===== src/rtl/mbist_pkg.sv =====
package mbist_pkg;
    typedef enum logic [2:0] {
        ST_IDLE,
        ST_WRITE,
        ST_READ,
        ST_NEXT,
        ST_DONE
    } mbist_state_e;

    typedef enum logic [1:0] {
        PAT_ZEROS,
        PAT_ONES,
        PAT_CHECK,
        PAT_CHECK_INV
    } mbist_pat_e;
endpackage


===== src/rtl/mbist_addr_gen.sv =====
module mbist_addr_gen #(
    parameter int ADDR_W = 12
) (
    input  logic              clk,
    input  logic              rst_n,
    input  logic              clr,
    input  logic              step,
    output logic [ADDR_W-1:0] addr,
    output logic              last
);
    localparam logic [ADDR_W-1:0] TOP = '1;

    always_ff @(posedge clk or negedge rst_n) begin
        if (!rst_n)
            addr <= '0;
        else if (clr)
            addr <= '0;
        else if (step)
            addr <= addr + ADDR_W'(1);
    end

    assign last = (addr == TOP);
endmodule


===== src/rtl/mbist_pattern_gen.sv =====
module mbist_pattern_gen
    import mbist_pkg::*;
#(
    parameter int ADDR_W   = 12,
    parameter int DATA_W   = 16,
    parameter int COL_BITS = 4,
    parameter int GRP_COLS = 16
) (
    input  mbist_pat_e        pat,
    input  logic [ADDR_W-1:0] addr,
    output logic [DATA_W-1:0] data
);
    localparam int ROW_W = ADDR_W - COL_BITS;

    logic base_par;
    assign base_par = addr[0] ^ addr[ROW_W];

    for (genvar j = 0; j < DATA_W; j++) begin : g_bit
        localparam bit COL_PAR = ((j * GRP_COLS) % 2) == 1;
        logic cb;
        assign cb = base_par ^ COL_PAR;
        assign data[j] = (pat == PAT_ONES)
                       | ((pat == PAT_CHECK) & cb)
                       | ((pat == PAT_CHECK_INV) & ~cb);
    end
endmodule


===== src/rtl/mbist_err_log.sv =====
module mbist_err_log #(
    parameter int ADDR_W = 12,
    parameter int DATA_W = 16,
    parameter int ERR_W  = 8
) (
    input  logic              clk,
    input  logic              rst_n,
    input  logic              clr,
    input  logic              hit,
    input  logic [ADDR_W-1:0] addr,
    input  logic [DATA_W-1:0] rdata,
    output logic [ERR_W-1:0]  err_cnt,
    output logic [ADDR_W-1:0] fail_addr,
    output logic [DATA_W-1:0] fail_data
);
    localparam logic [ERR_W-1:0] CNT_MAX = '1;

    logic seen;

    always_ff @(posedge clk or negedge rst_n) begin
        if (!rst_n) begin
            err_cnt   <= '0;
            seen      <= 1'b0;
            fail_addr <= '0;
            fail_data <= '0;
        end else if (clr) begin
            err_cnt   <= '0;
            seen      <= 1'b0;
            fail_addr <= '0;
            fail_data <= '0;
        end else if (hit) begin
            if (err_cnt != CNT_MAX)
                err_cnt <= err_cnt + ERR_W'(1);
            if (!seen) begin
                seen      <= 1'b1;
                fail_addr <= addr;
                fail_data <= rdata;
            end
        end
    end
endmodule


===== src/rtl/mbist_engine.sv =====
module mbist_engine
    import mbist_pkg::*;
#(
    parameter int ADDR_W   = 12,
    parameter int DATA_W   = 16,
    parameter int COL_BITS = 4,
    parameter int GRP_COLS = 16,
    parameter int ERR_W    = 8
) (
    input  logic              clk,
    input  logic              rst_n,
    input  logic              start_i,
    output logic              done_o,
    output logic              pass_o,
    output logic [ERR_W-1:0]  err_cnt_o,
    output logic [ADDR_W-1:0] fail_addr_o,
    output logic [DATA_W-1:0] fail_data_o,
    output logic              mem_req_o,
    output logic              mem_we_o,
    output logic [ADDR_W-1:0] mem_addr_o,
    output logic [DATA_W-1:0] mem_wdata_o,
    input  logic [DATA_W-1:0] mem_rdata_i,
    input  logic              mem_ready_i
);
    mbist_state_e      state, state_n;
    mbist_pat_e        pat;
    logic              start_acc, acc_ok, addr_last, mismatch;
    logic [DATA_W-1:0] exp_data;

    assign start_acc = start_i && (state == ST_IDLE);
    assign acc_ok    = mem_req_o && mem_ready_i;
    assign mismatch  = (state == ST_READ) && acc_ok && (mem_rdata_i != exp_data);

    mbist_addr_gen #(.ADDR_W(ADDR_W)) u_addr (
        .clk  (clk),
        .rst_n(rst_n),
        .clr  (start_acc || (acc_ok && addr_last)),
        .step (acc_ok && !addr_last),
        .addr (mem_addr_o),
        .last (addr_last)
    );

    mbist_pattern_gen #(
        .ADDR_W  (ADDR_W),
        .DATA_W  (DATA_W),
        .COL_BITS(COL_BITS),
        .GRP_COLS(GRP_COLS)
    ) u_pat (
        .pat (pat),
        .addr(mem_addr_o),
        .data(exp_data)
    );

    mbist_err_log #(
        .ADDR_W(ADDR_W),
        .DATA_W(DATA_W),
        .ERR_W (ERR_W)
    ) u_log (
        .clk      (clk),
        .rst_n    (rst_n),
        .clr      (start_acc),
        .hit      (mismatch),
        .addr     (mem_addr_o),
        .rdata    (mem_rdata_i),
        .err_cnt  (err_cnt_o),
        .fail_addr(fail_addr_o),
        .fail_data(fail_data_o)
    );

    // state register
    always_ff @(posedge clk or negedge rst_n) begin
        if (!rst_n)
            state <= ST_IDLE;
        else
            state <= state_n;
    end

    // next-state logic
    always_comb begin
        state_n = state;
        unique case (state)
            ST_IDLE:  if (start_i) state_n = ST_WRITE;
            ST_WRITE: if (acc_ok && addr_last) state_n = ST_READ;
            ST_READ:  if (acc_ok && addr_last) state_n = ST_NEXT;
            ST_NEXT:  state_n = (pat == PAT_CHECK_INV) ? ST_DONE : ST_WRITE;
            ST_DONE:  state_n = ST_IDLE;
            default:  state_n = ST_IDLE;
        endcase
    end

    // background selector and verdict
    always_ff @(posedge clk or negedge rst_n) begin
        if (!rst_n) begin
            pat    <= PAT_ZEROS;
            pass_o <= 1'b0;
        end else begin
            if (start_acc) begin
                pat    <= PAT_ZEROS;
                pass_o <= 1'b0;
            end else if (state == ST_NEXT && pat != PAT_CHECK_INV) begin
                pat <= mbist_pat_e'(pat + 2'd1);
            end
            if (state == ST_DONE)
                pass_o <= (err_cnt_o == '0);
        end
    end

    // outputs decoded from state
    always_comb begin
        mem_req_o = 1'b0;
        mem_we_o  = 1'b0;
        done_o    = 1'b0;
        unique case (state)
            ST_WRITE: begin mem_req_o = 1'b1; mem_we_o = 1'b1; end
            ST_READ:  mem_req_o = 1'b1;
            ST_DONE:  done_o = 1'b1;
            default:  ;
        endcase
    end

    assign mem_wdata_o = exp_data;
endmodule


===== config.mk =====
export PLATFORM = sky130hd
export DESIGN_NAME = mbist_engine
export DESIGN_NICKNAME = d
export VERILOG_FILES = /design/src/rtl/mbist_pkg.sv /design/src/rtl/mbist_addr_gen.sv /design/src/rtl/mbist_pattern_gen.sv /design/src/rtl/mbist_err_log.sv /design/src/rtl/mbist_engine.sv
export SDC_FILE = /design/constraint.sdc
export NUM_CORES = 1
export LEC_CHECK = 0
export BUFFER_PORTS_ARGS = -buffer_cell sky130_fd_sc_hd__buf_2
export CAP_MARGIN = 30
export CORE_MARGIN = 1
export CORE_UTILIZATION = 45
export DETAILED_ROUTE_END_ITERATION = 12
export GPL_ROUTABILITY_DRIVEN = 0
export GPL_TIMING_DRIVEN = 0
export PLACE_DENSITY = 0.71
export SETUP_SLACK_MARGIN = 0.5
export SLEW_MARGIN = 20
export SYNTH_ARGS = -nofsm -noshare
export SYNTH_HDL_FRONTEND = slang
export SYNTH_SLANG_ARGS = --single-unit

===== constraint.sdc =====
create_clock -name clk -period 2.57 [get_ports clk]
set_input_delay 0.514 -clock clk [delete_from_list [all_inputs] [get_ports clk]]
set_output_delay 0.514 -clock clk [all_outputs]
set_load 0.005 [all_outputs]

==> impl_metrics.yaml, run 1 <==
clock_tree:
  cts_buffers: 5
  clk_pin_slew_ns: 0.10
  clock_latency_ns: 0.32
  cts.path.max_buffers: 2
  root_buffer: "clkbuf_8"
  clock-sinks: 55
  cts_tree: "built"
  htree_num_levels: 2
power:
  power.share.clock_pct: 30.7
  power_frac_comb_pct: 19.3
  p_leak_uw: 0.00220
  internal_power_uw: 1410
  switching_power_uw: 545
  power.total_uw: 1960
  vdd_drop_max_uv: 308
  p_seq_share_pct: 50.0
  p_sw_share_pct: 27.9
  p_per_area_mw_per_mm2: 523
timing:
  fin_setup_tns_ns: 0
  hold_violations: 0
  slew_headroom_pct: 53.3
  rsz0062_at_grt: "yes"
  worst_hold_slack_ns: 0.231
  layout_min_cycle_time_ns: 2.15
  setup_viol: 0
  skew_ns: 0.0163
  finalMaxSlewViolations: 0
  max_slew.worst_pin.slew_ns: 0.701
  clock.fmax_ghz: 0.465
  period_share_pct: 83.6
worst_setup_path:
  critPathRequiredTime_ns: 2.06
  cp.arrival_ns: 1.64
  crit_type: "reg -> out"
  worst_setup_path_end_kind: "primary output"
  path_max_fanout: 17
  setup.worst_path.start_class: "flip-flop"
run_status:
  status: "completed"
global_route:
  antenna_found_initial: 0
  track_usage_pct: 20.3
  overflow: 0
  grt_pass1_vias: 2200
  grt_pass1_wl_mm: 10.3
  grt_max_degree: 56
drt:
  wire_per_inst_um: 14.2
  drt_first_pass_iters: 4
  ant_nets: 0
  viasPerCell: 5.13
  drc: 0
  first_iter_violations: 110
  wl_mm: 6.75
  route.vias.total: 2443
synthesis:
  synth.top_cells.by_count: "55 x dfrtp_1, 42 x nand2_1, 35 x inv_1, 35 x mux2i_1, 21 x nor2_1"
  synth.area.top_cells: "dfrtp_1 47%, mux2i_1 12%, nand2_1 5.4%"
  yosysUniqueCellTypes: 33
  synth.avg_cell_area_um2: 9.77
  yosysSeqAreaShare_pct: 47.3
  syn_area_mm2: 0.00291
  synth_top_area_share_pct: 47.3
  yosysWarnings: 0
  yosys.area.top_type: "dfrtp_1"
  synth_fp_nets: 324
  ys_seq_elements: 55
  synth_edf_count: 0
  yosysMostFrequentCell: "dfrtp_1"
  synthCells: 298
  async_flop_share_pct: 100
  ys.flop_type: "dfrtp_1"
die:
  die_h_um: 82.5
  core_area_mm2: 0.00610
  fp-row-count: 28
  dieArea_mm2: 0.00680
  ios: 88
  die_w_um: 82.5
  start_util_pct: 47.8
layout:
  nets: 426
  final_core_util_pct: 61.3
  drive_gt1_share_pct: 34.9
  fillCellCount: 520
  fin_area_mm2: 0.00374
  antenna_cells: 0
  seq_area_mm2: 0.00138
  syn2layout_area_growth_pct: 28.3
  multi_input_area_mm2: 0.00130
placed_design:
  port_buffers: 87
  dp_hpwl_mm: 4.81
  dpl_cell_area_mm2: 0.00346
flow_run:
  cap_viol_max_count: 0
worst_hold_path:
  min_path_type: "in -> async"
[area by class of cell]
| cell class | instances | area share [%] |
|---|---|---|
| repair buffers | 95 | 14.4 |
| clock buffers | 5 | 1.84 |
| multi-input cells | 184 | 34.8 |
| well taps | 75 | 2.51 |
| plain buffers | 24 | 4.79 |
| flip-flops and latches | 55 | 36.9 |
| clock inverters | 3 | 1.27 |
| inverters | 35 | 3.52 |
[power by group through the flow]
stage               Clock [µW]  Combinational, µW  Sequential [µW]
floorplan                    0                189              986
global placement             0                334              991
detailed placement           0                342              990
CTS                        609                376              975
global route               644                421              985
finish                     600                378              978
[cells in the final DEF, fill, tap and decap left out, types with 7 or more instances in the layout]
cell     synthesis  routed
inv_1           35      35
buf_2            0      86
xnor2_1         10       9
nor4_1           7       7
and3_1           9       9
buf_4           15      20
nor2_1          21      19
mux2i_1         35      35
nand4_1         11      11
nand2_1         42      42
dfrtp_1         55      53
nand3_1          9       9
[metal layers]
metal / GRT usage [%] / share of wire [%] / up-vias
li1: - / - / 1190
met1: 27.5 / 47 / 1179
met2: 33.5 / 47 / 68
met3: 4.40 / 5.0 / 6
met4: 3.68 / 0.65 / 0
met5: 0 / 0 / -
[worst paths after layout]
kind | from | end | cells after the start | slack [ns]
setup / recovery | u_addr.addr[0]$_DFFE_PN0P_ | mem_wdata_o[5] | 5 | 0.42
hold / removal | rst_n | u_log.fail_data[11]$_DFFE_PN0P_ | 1 | 0.23
setup reg to reg | u_addr.addr[0]$_DFFE_PN0P_ | u_log.fail_addr[7]$_DFFE_PN0P_ | 9 | 0.43
hold reg to reg | u_log.seen$_DFFE_PN0P_ | u_log.seen$_DFFE_PN0P_ | 2 | 0.51
max in group asynchronous | rst_n | u_addr.addr[8]$_DFFE_PN0P_ | 1 | 1.82
min in group clk | mem_rdata_i[10] | u_log.fail_data[10]$_DFFE_PN0P_ | 3 | 0.44
[cell families (layout without fill, tap and decap cells)]
family | after synthesis | count (layout) | share of synthesized area [%]
AND/OR/NAND/NOR | 111 | 111 | 18.6
flip-flops | 55 | 55 | 47.3
adder cells (fa/ha/maj) | 6 | 6 | 2.58
XOR/XNOR | 10 | 10 | 3.01
multiplexers | 39 | 39 | 14.0
buffers and inverters | 59 | 162 | 10.1
AO/OA/AOI/OAI | 18 | 18 | 4.38
[critical path, cell delays in order, from the launching register on]
cell,delay [ns]
dfrtp_2,0.46
xnor2_4,0.22
mux2i_4,0.27
buf_12,0.16
buf_4,0.11
buf_2,0.10
[flip-flops by register name, summed over array words and instances (netlist names)]
name,count
u_log.seen,1
u_log.err_cnt,8
u_addr.addr,12
pass_o,1
state,3
u_log.fail_addr,12
u_log.fail_data,16
pat,2
[metrics by stage]
step | cells | setup slack, ns
5_1_grt | 476 | 0.326
6_report | 476 | 0.421
3_5_place_dp | 460 | 0.0887
3_3_place_gp | 460 | 0.136
2_1_floorplan | 298 | 0.426
4_1_cts | 475 | 0.404
[timing repair]
action	in CTS	in global routing
endpoints found under the setup margin	59	53
gates cloned	0	0
pin swaps	1	1
hold buffers	0	0
resized for setup	10	12
buffers inserted	7	1
No activity file was read; power rests on OpenSTA's default activity.
==> run 2, diff against run 1 <==
--- a/config.mk
+++ b/config.mk
@@ -12,7 +12,7 @@
 export DETAILED_ROUTE_END_ITERATION = 12
 export GPL_ROUTABILITY_DRIVEN = 0
 export GPL_TIMING_DRIVEN = 0
-export PLACE_DENSITY = 0.71
+export PLACE_DENSITY = 0.74
 export SETUP_SLACK_MARGIN = 0.5
 export SLEW_MARGIN = 20
 export SYNTH_ARGS = -nofsm -noshare
==> constraint.sdc (replaced) <==
create_clock -name clk -period 1.8 [get_ports clk]
set_input_delay 0.36 -clock clk [delete_from_list [all_inputs] [get_ports clk]]
set_output_delay 0.36 -clock clk [all_outputs]
set_load 0.005 [all_outputs]
==> impl_metrics.yaml, run 2 (same netlist as run 1, synthesis figures left out) <==
clock_tree:
  clock_latency_ns: 0.32
  cts_buffers: 5
  clock-sinks: 55
  root_buffer: "clkbuf_8"
  clk_pin_slew_ns: 0.10
  cts_tree: "built"
  cts_hold_buf: 0
  cts.path.max_buffers: 2
  htree_num_levels: 2
power:
  switching_power_uw: 848
  vdd_drop_max_uv: 585
  p_seq_share_pct: 47.1
  p_per_area_mw_per_mm2: 653
  power_frac_comb_pct: 26.2
  p_sw_share_pct: 28.1
  internal_power_uw: 2170
  p_leak_uw: 0.00252
  power.share.clock_pct: 26.8
drt:
  drc: 0
  viasPerCell: 5.47
  first_iter_violations: 192
  wl_mm: 9.09
  route.vias.total: 2799
  wire_per_inst_um: 17.8
  drt_first_pass_iters: 4
  ant_nets: 0
layout:
  fillCellCount: 369
  reg_top3: "u_log.fail_data x16, u_addr.addr x12, u_log.fail_addr x12"
  fin_cells: 512
  largest_register_ffs: 16
  largest_register: "u_log.fail_data"
  multi_input_area_mm2: 0.00153
  mostFrequentLayoutCells: "67 x buf_2, 50 x buf_6, 43 x dfrtp_1"
  seq_area_mm2: 0.00139
  antenna_cells: 0
  mostFrequentLayoutCell: "buf_2"
  syn2layout_area_growth_pct: 58.8
  drive_gt1_share_pct: 49.2
  nets: 463
timing:
  worst_slack_ns: -0.336
  setup_viol: 60
  period_share_pct: 119
  slew_headroom_pct: 52.5
  clock.fmax_ghz: 0.468
  rsz0062_at_grt: "yes"
  worst_hold_slack_ns: 0.0843
  finalMaxSlewViolations: 0
  hold_violations: 0
  skew_ns: 0.0100
  layout_min_cycle_time_ns: 2.14
  max_slew.worst_pin.slew_ns: 0.713
worst_setup_path:
  crit_slowest_cell: "dfrtp_2"
  critPathRequiredTime_ns: 1.44
  path_max_fanout: 5
  cpMostUsedCell: "buf_6"
  crit_chain: "xnor2_4 -> mux2i_4 -> buf_12 -> buf_8 -> buf_6 -> buf_6"
  worst_setup_path_end_kind: "primary output"
  setup.worst_path.start_class: "flip-flop"
  cp.arrival_ns: 1.78
  slowest_delay_ns: 0.45
  crit_type: "reg -> out"
die:
  die_h_um: 82.5
  fp-row-count: 28
  die_w_um: 82.5
  dieArea_mm2: 0.00680
  start_util_pct: 47.8
  ios: 88
  core_area_mm2: 0.00610
placed_design:
  port_buffers: 87
  dp_hpwl_mm: 4.83
  placed_cells: 460
global_route:
  grt_max_degree: 56
  overflow: 0
  track_usage_pct: 25.2
  grt_pass1_vias: 2573
  grt_pass1_wl_mm: 12.6
  antenna_found_initial: 0
flow_run:
  cap_viol_max_count: 0
run_status:
  violations: "negative setup slack"
  status: "complete, but fails checks"
worst_hold_path:
  min_path_type: "in -> async"
-- run 2: worst max-delay path, delay by kind of cell, from the launching register on --
kind                   cells  cell delay [ns]
XOR/XNOR                   1             0.22
buffers and inverters      4             0.46
flip-flops                 1             0.45
multiplexers               1             0.32
-- run 2: worst paths after layout --
check | slack [ns] | endpoint | cells after the start | from
max in group asynchronous | 1.20 | state[0]$_DFFE_PN0P_ | 1 | rst_n
max | -0.34 | mem_wdata_o[2] | 6 | u_addr.addr[0]$_DFFE_PN0P_
min in group clk | 0.29 | u_log.fail_data[6]$_DFFE_PN0P_ | 3 | mem_rdata_i[6]
max reg2reg | -0.33 | u_log.fail_addr[0]$_DFFE_PN0P_ | 8 | u_addr.addr[0]$_DFFE_PN0P_
min reg2reg | 0.53 | u_log.fail_data[3]$_DFFE_PN0P_ | 2 | u_log.fail_data[3]$_DFFE_PN0P_
min | 0.08 | u_log.fail_data[8]$_DFFE_PN0P_ | 1 | rst_n
-- run 2: metrics by stage --
stage                     area (µm²)  power [µW]  setup WS, ns  utilization [%]  TNS [ns]
after detailed placement        3560        1910        -0.646             58.3    -23.03
final                           4620        3020        -0.336             75.9    -15.02
after global placement          3550        1900        -0.619             58.3    -22.43
after CTS                       4320        2950        -0.284             70.8    -10.58
after global routing            4620        3160        -0.392             75.9    -18.89
after floorplan                 3020        1690        -0.342                -    -10.14
-- run 2: per-layer routing --
metal / routed length [µm] / GRT usage [%]
met1: 3710 / 30.7
met2: 4660 / 45.4
met3: 536 / 4.73
met4: 187 / 7.02
met5: 0 / 0
-- run 2: layout make-up --
class / count / area share (%)
multi-input cells: 184 / 33.0
flip-flops and latches: 55 / 30.1
repair buffers: 132 / 23.8
plain buffers: 24 / 5.95
inverters: 35 / 2.98
well taps: 75 / 2.03
clock buffers: 6 / 1.57
clock inverters: 1 / 0.649
-- run 2: power groups by stage --
| stage | Combinational (µW) | Clock [µW] | Sequential, µW |
|---|---|---|---|
| 2_1_floorplan | 279 | 0 | 1410 |
| 3_3_place_gp | 485 | 0 | 1420 |
| 3_5_place_dp | 499 | 0 | 1410 |
| 4_1_cts | 720 | 823 | 1410 |
| 5_1_grt | 849 | 879 | 1430 |
| 6_report | 791 | 808 | 1420 |
-- run 2: timing repair --
| item | 4_1_cts | 5_1_grt |
|---|---|---|
| cloned | 1 | 2 |
| gates resized for setup | 83 | 37 |
| setup buffers | 25 | 17 |
| endpoints found under the setup margin | 74 | 86 |
| pin swaps | 15 | 18 |
==> run 3, diff against run 2 <==
--- a/config.mk
+++ b/config.mk
@@ -7,8 +7,10 @@
 export LEC_CHECK = 0
 export BUFFER_PORTS_ARGS = -buffer_cell sky130_fd_sc_hd__buf_2
 export CAP_MARGIN = 30
+export CORE_ASPECT_RATIO = 0.75
 export CORE_MARGIN = 1
 export CORE_UTILIZATION = 45
+export CTS_BUF_LIST = sky130_fd_sc_hd__clkbuf_8 sky130_fd_sc_hd__clkbuf_16
 export DETAILED_ROUTE_END_ITERATION = 12
 export GPL_ROUTABILITY_DRIVEN = 0
 export GPL_TIMING_DRIVEN = 0
==> impl_metrics.yaml, run 3 (same netlist as run 1, synthesis figures left out) <==
global_route:
  grt_pass1_vias: 2508
  grt_max_degree: 56
  overflow: 0
  grt_pass1_wl_mm: 12.4
  antenna_found_initial: 0
  track_usage_pct: 24.1
timing:
  finalMaxSlewViolations: 0
  clock.fmax_ghz: 0.461
  worst_slack_ns: -0.372
  max_slew.worst_pin.slew_ns: 0.700
  skew_ns: 0.0168
  slew_headroom_pct: 53.4
  rsz0062_at_grt: "yes"
  hold_violations: 0
  period_share_pct: 121
  layout_min_cycle_time_ns: 2.17
  setup_viol: 57
drt:
  wl_mm: 8.33
  first_iter_violations: 148
  viasPerCell: 5.26
  drt_first_pass_iters: 4
  drc: 0
  route.vias.total: 2737
  ant_nets: 0
  wire_per_inst_um: 16.0
layout:
  mostFrequentLayoutCells: "69 x buf_2, 41 x buf_6, 39 x nand2_1, 39 x dfrtp_1, 36 x buf_4"
  drive_gt1_share_pct: 51.1
  reg_top3: "u_log.fail_data x16, u_addr.addr x12, u_log.fail_addr x12"
  final_core_util_pct: 75.7
  fin_area_mm2: 0.00457
  antenna_cells: 0
  nets: 467
  mostFrequentLayoutCell: "buf_2"
  syn2layout_area_growth_pct: 56.8
  largest_register: "u_log.fail_data"
  largest_register_ffs: 16
power:
  p_leak_uw: 0.00250
  p_per_area_mw_per_mm2: 659
  vdd_drop_max_uv: 604
  power.total_uw: 3010
worst_setup_path:
  cpMostUsedCell: "buf_6"
  crit_chain: "xnor2_2 -> mux2i_4 -> buf_6 -> buf_16 -> buf_4 -> buf_6"
  slowest_delay_ns: 0.44
  path_max_fanout: 8
  setup.worst_path.start_class: "flip-flop"
  worst_setup_path_end_kind: "primary output"
  cp.arrival_ns: 1.81
  crit_slowest_cell: "dfrtp_2"
  crit_type: "reg -> out"
  critPathRequiredTime_ns: 1.44
clock_tree:
  cts_tree: "built"
  cts.path.max_buffers: 2
  htree_num_levels: 2
  root_buffer: "clkbuf_8"
  cts_buffers: 5
  clock_latency_ns: 0.33
  clk_pin_slew_ns: 0.11
  clock-sinks: 55
die:
  start_util_pct: 48.3
  fp-row-count: 24
  die_w_um: 94.9
  core_area_mm2: 0.00604
  dieArea_mm2: 0.00680
  die_h_um: 71.7
  ios: 88
placed_design:
  dpl_cell_area_mm2: 0.00356
  port_buffers: 87
  dp_hpwl_mm: 4.74
run_status:
  status: "complete, but fails checks"
  violations: "negative setup slack"
worst_hold_path:
  min_path_type: "in -> async"
flow_run:
  cap_viol_max_count: 0
run 3: critical path: cells and delay by family, from the launching register on:
kind / cells / cell delay, ns
flip-flops: 1 / 0.44
buffers and inverters: 4 / 0.44
multiplexers: 1 / 0.34
XOR/XNOR: 1 / 0.25
run 3: through the flow:
stage                     cells  setup TNS (ns)  hold slack, ns  setup slack (ns)
after detailed placement    463          -22.86           0.460            -0.636
final                       520          -15.65          0.0678            -0.372
after global routing        520          -19.83           0.137            -0.433
after CTS                   500          -10.88           0.117            -0.285
after global placement      463          -21.21           0.483            -0.601
after floorplan             298          -10.14          0.0644            -0.342
run 3: where the power goes:
part	internal (µW)	switching (µW)	total [µW]
Combinational	457	342	798
Sequential	1310	114	1430
Clock	351	434	785
Total	2120	889	3010
run 3: layer usage:
layer | up-vias | global-route usage [%] | share of wire [%]
li1 | 1283 | - | -
met1 | 1348 | 33.6 | 44
met2 | 92 | 38.8 | 49
met3 | 14 | 3.82 | 5.3
met4 | 0 | 7.07 | 1.9
met5 | - | 0 | 0
run 3: worst paths after layout:
path                                         startpoint                         endpoint  slack, ns  cells past startpoint
max                          u_addr.addr[0]$_DFFE_PN0P_                   mem_wdata_o[4]      -0.37                      6
min                                               rst_n   u_log.fail_addr[3]$_DFFE_PN0P_       0.07                      1
max reg2reg                  u_addr.addr[0]$_DFFE_PN0P_  u_log.fail_data[14]$_DFFE_PN0P_      -0.31                      8
min reg2reg                u_log.err_cnt[2]$_DFFE_PN0P_     u_log.err_cnt[2]$_DFFE_PN0P_       0.51                      1
max in group asynchronous                         rst_n     u_log.err_cnt[3]$_DFFE_PN0P_       1.21                      1
min in group clk                         mem_rdata_i[7]   u_log.fail_data[7]$_DFFE_PN0P_       0.29                      3
run 3: area by class of cell:
class                      count  area, µm²
multi-input combinational    185       1560
clock inverter                 1       7.51
sequential                    55       1400
timing repair buffer         135       1030
fill                         388       1470
buffer                        24        239
clock buffer                   7       96.3
inverter                      35        143
tap                           78       97.6
run 3: repair_timing:
item / in CTS / in global routing
hold buffers: 0 / 0
setup endpoints to repair: 74 / 87
gates cloned: 2 / 0
setup buffers: 27 / 20
resized for setup: 69 / 49
pin swaps: 11 / 21
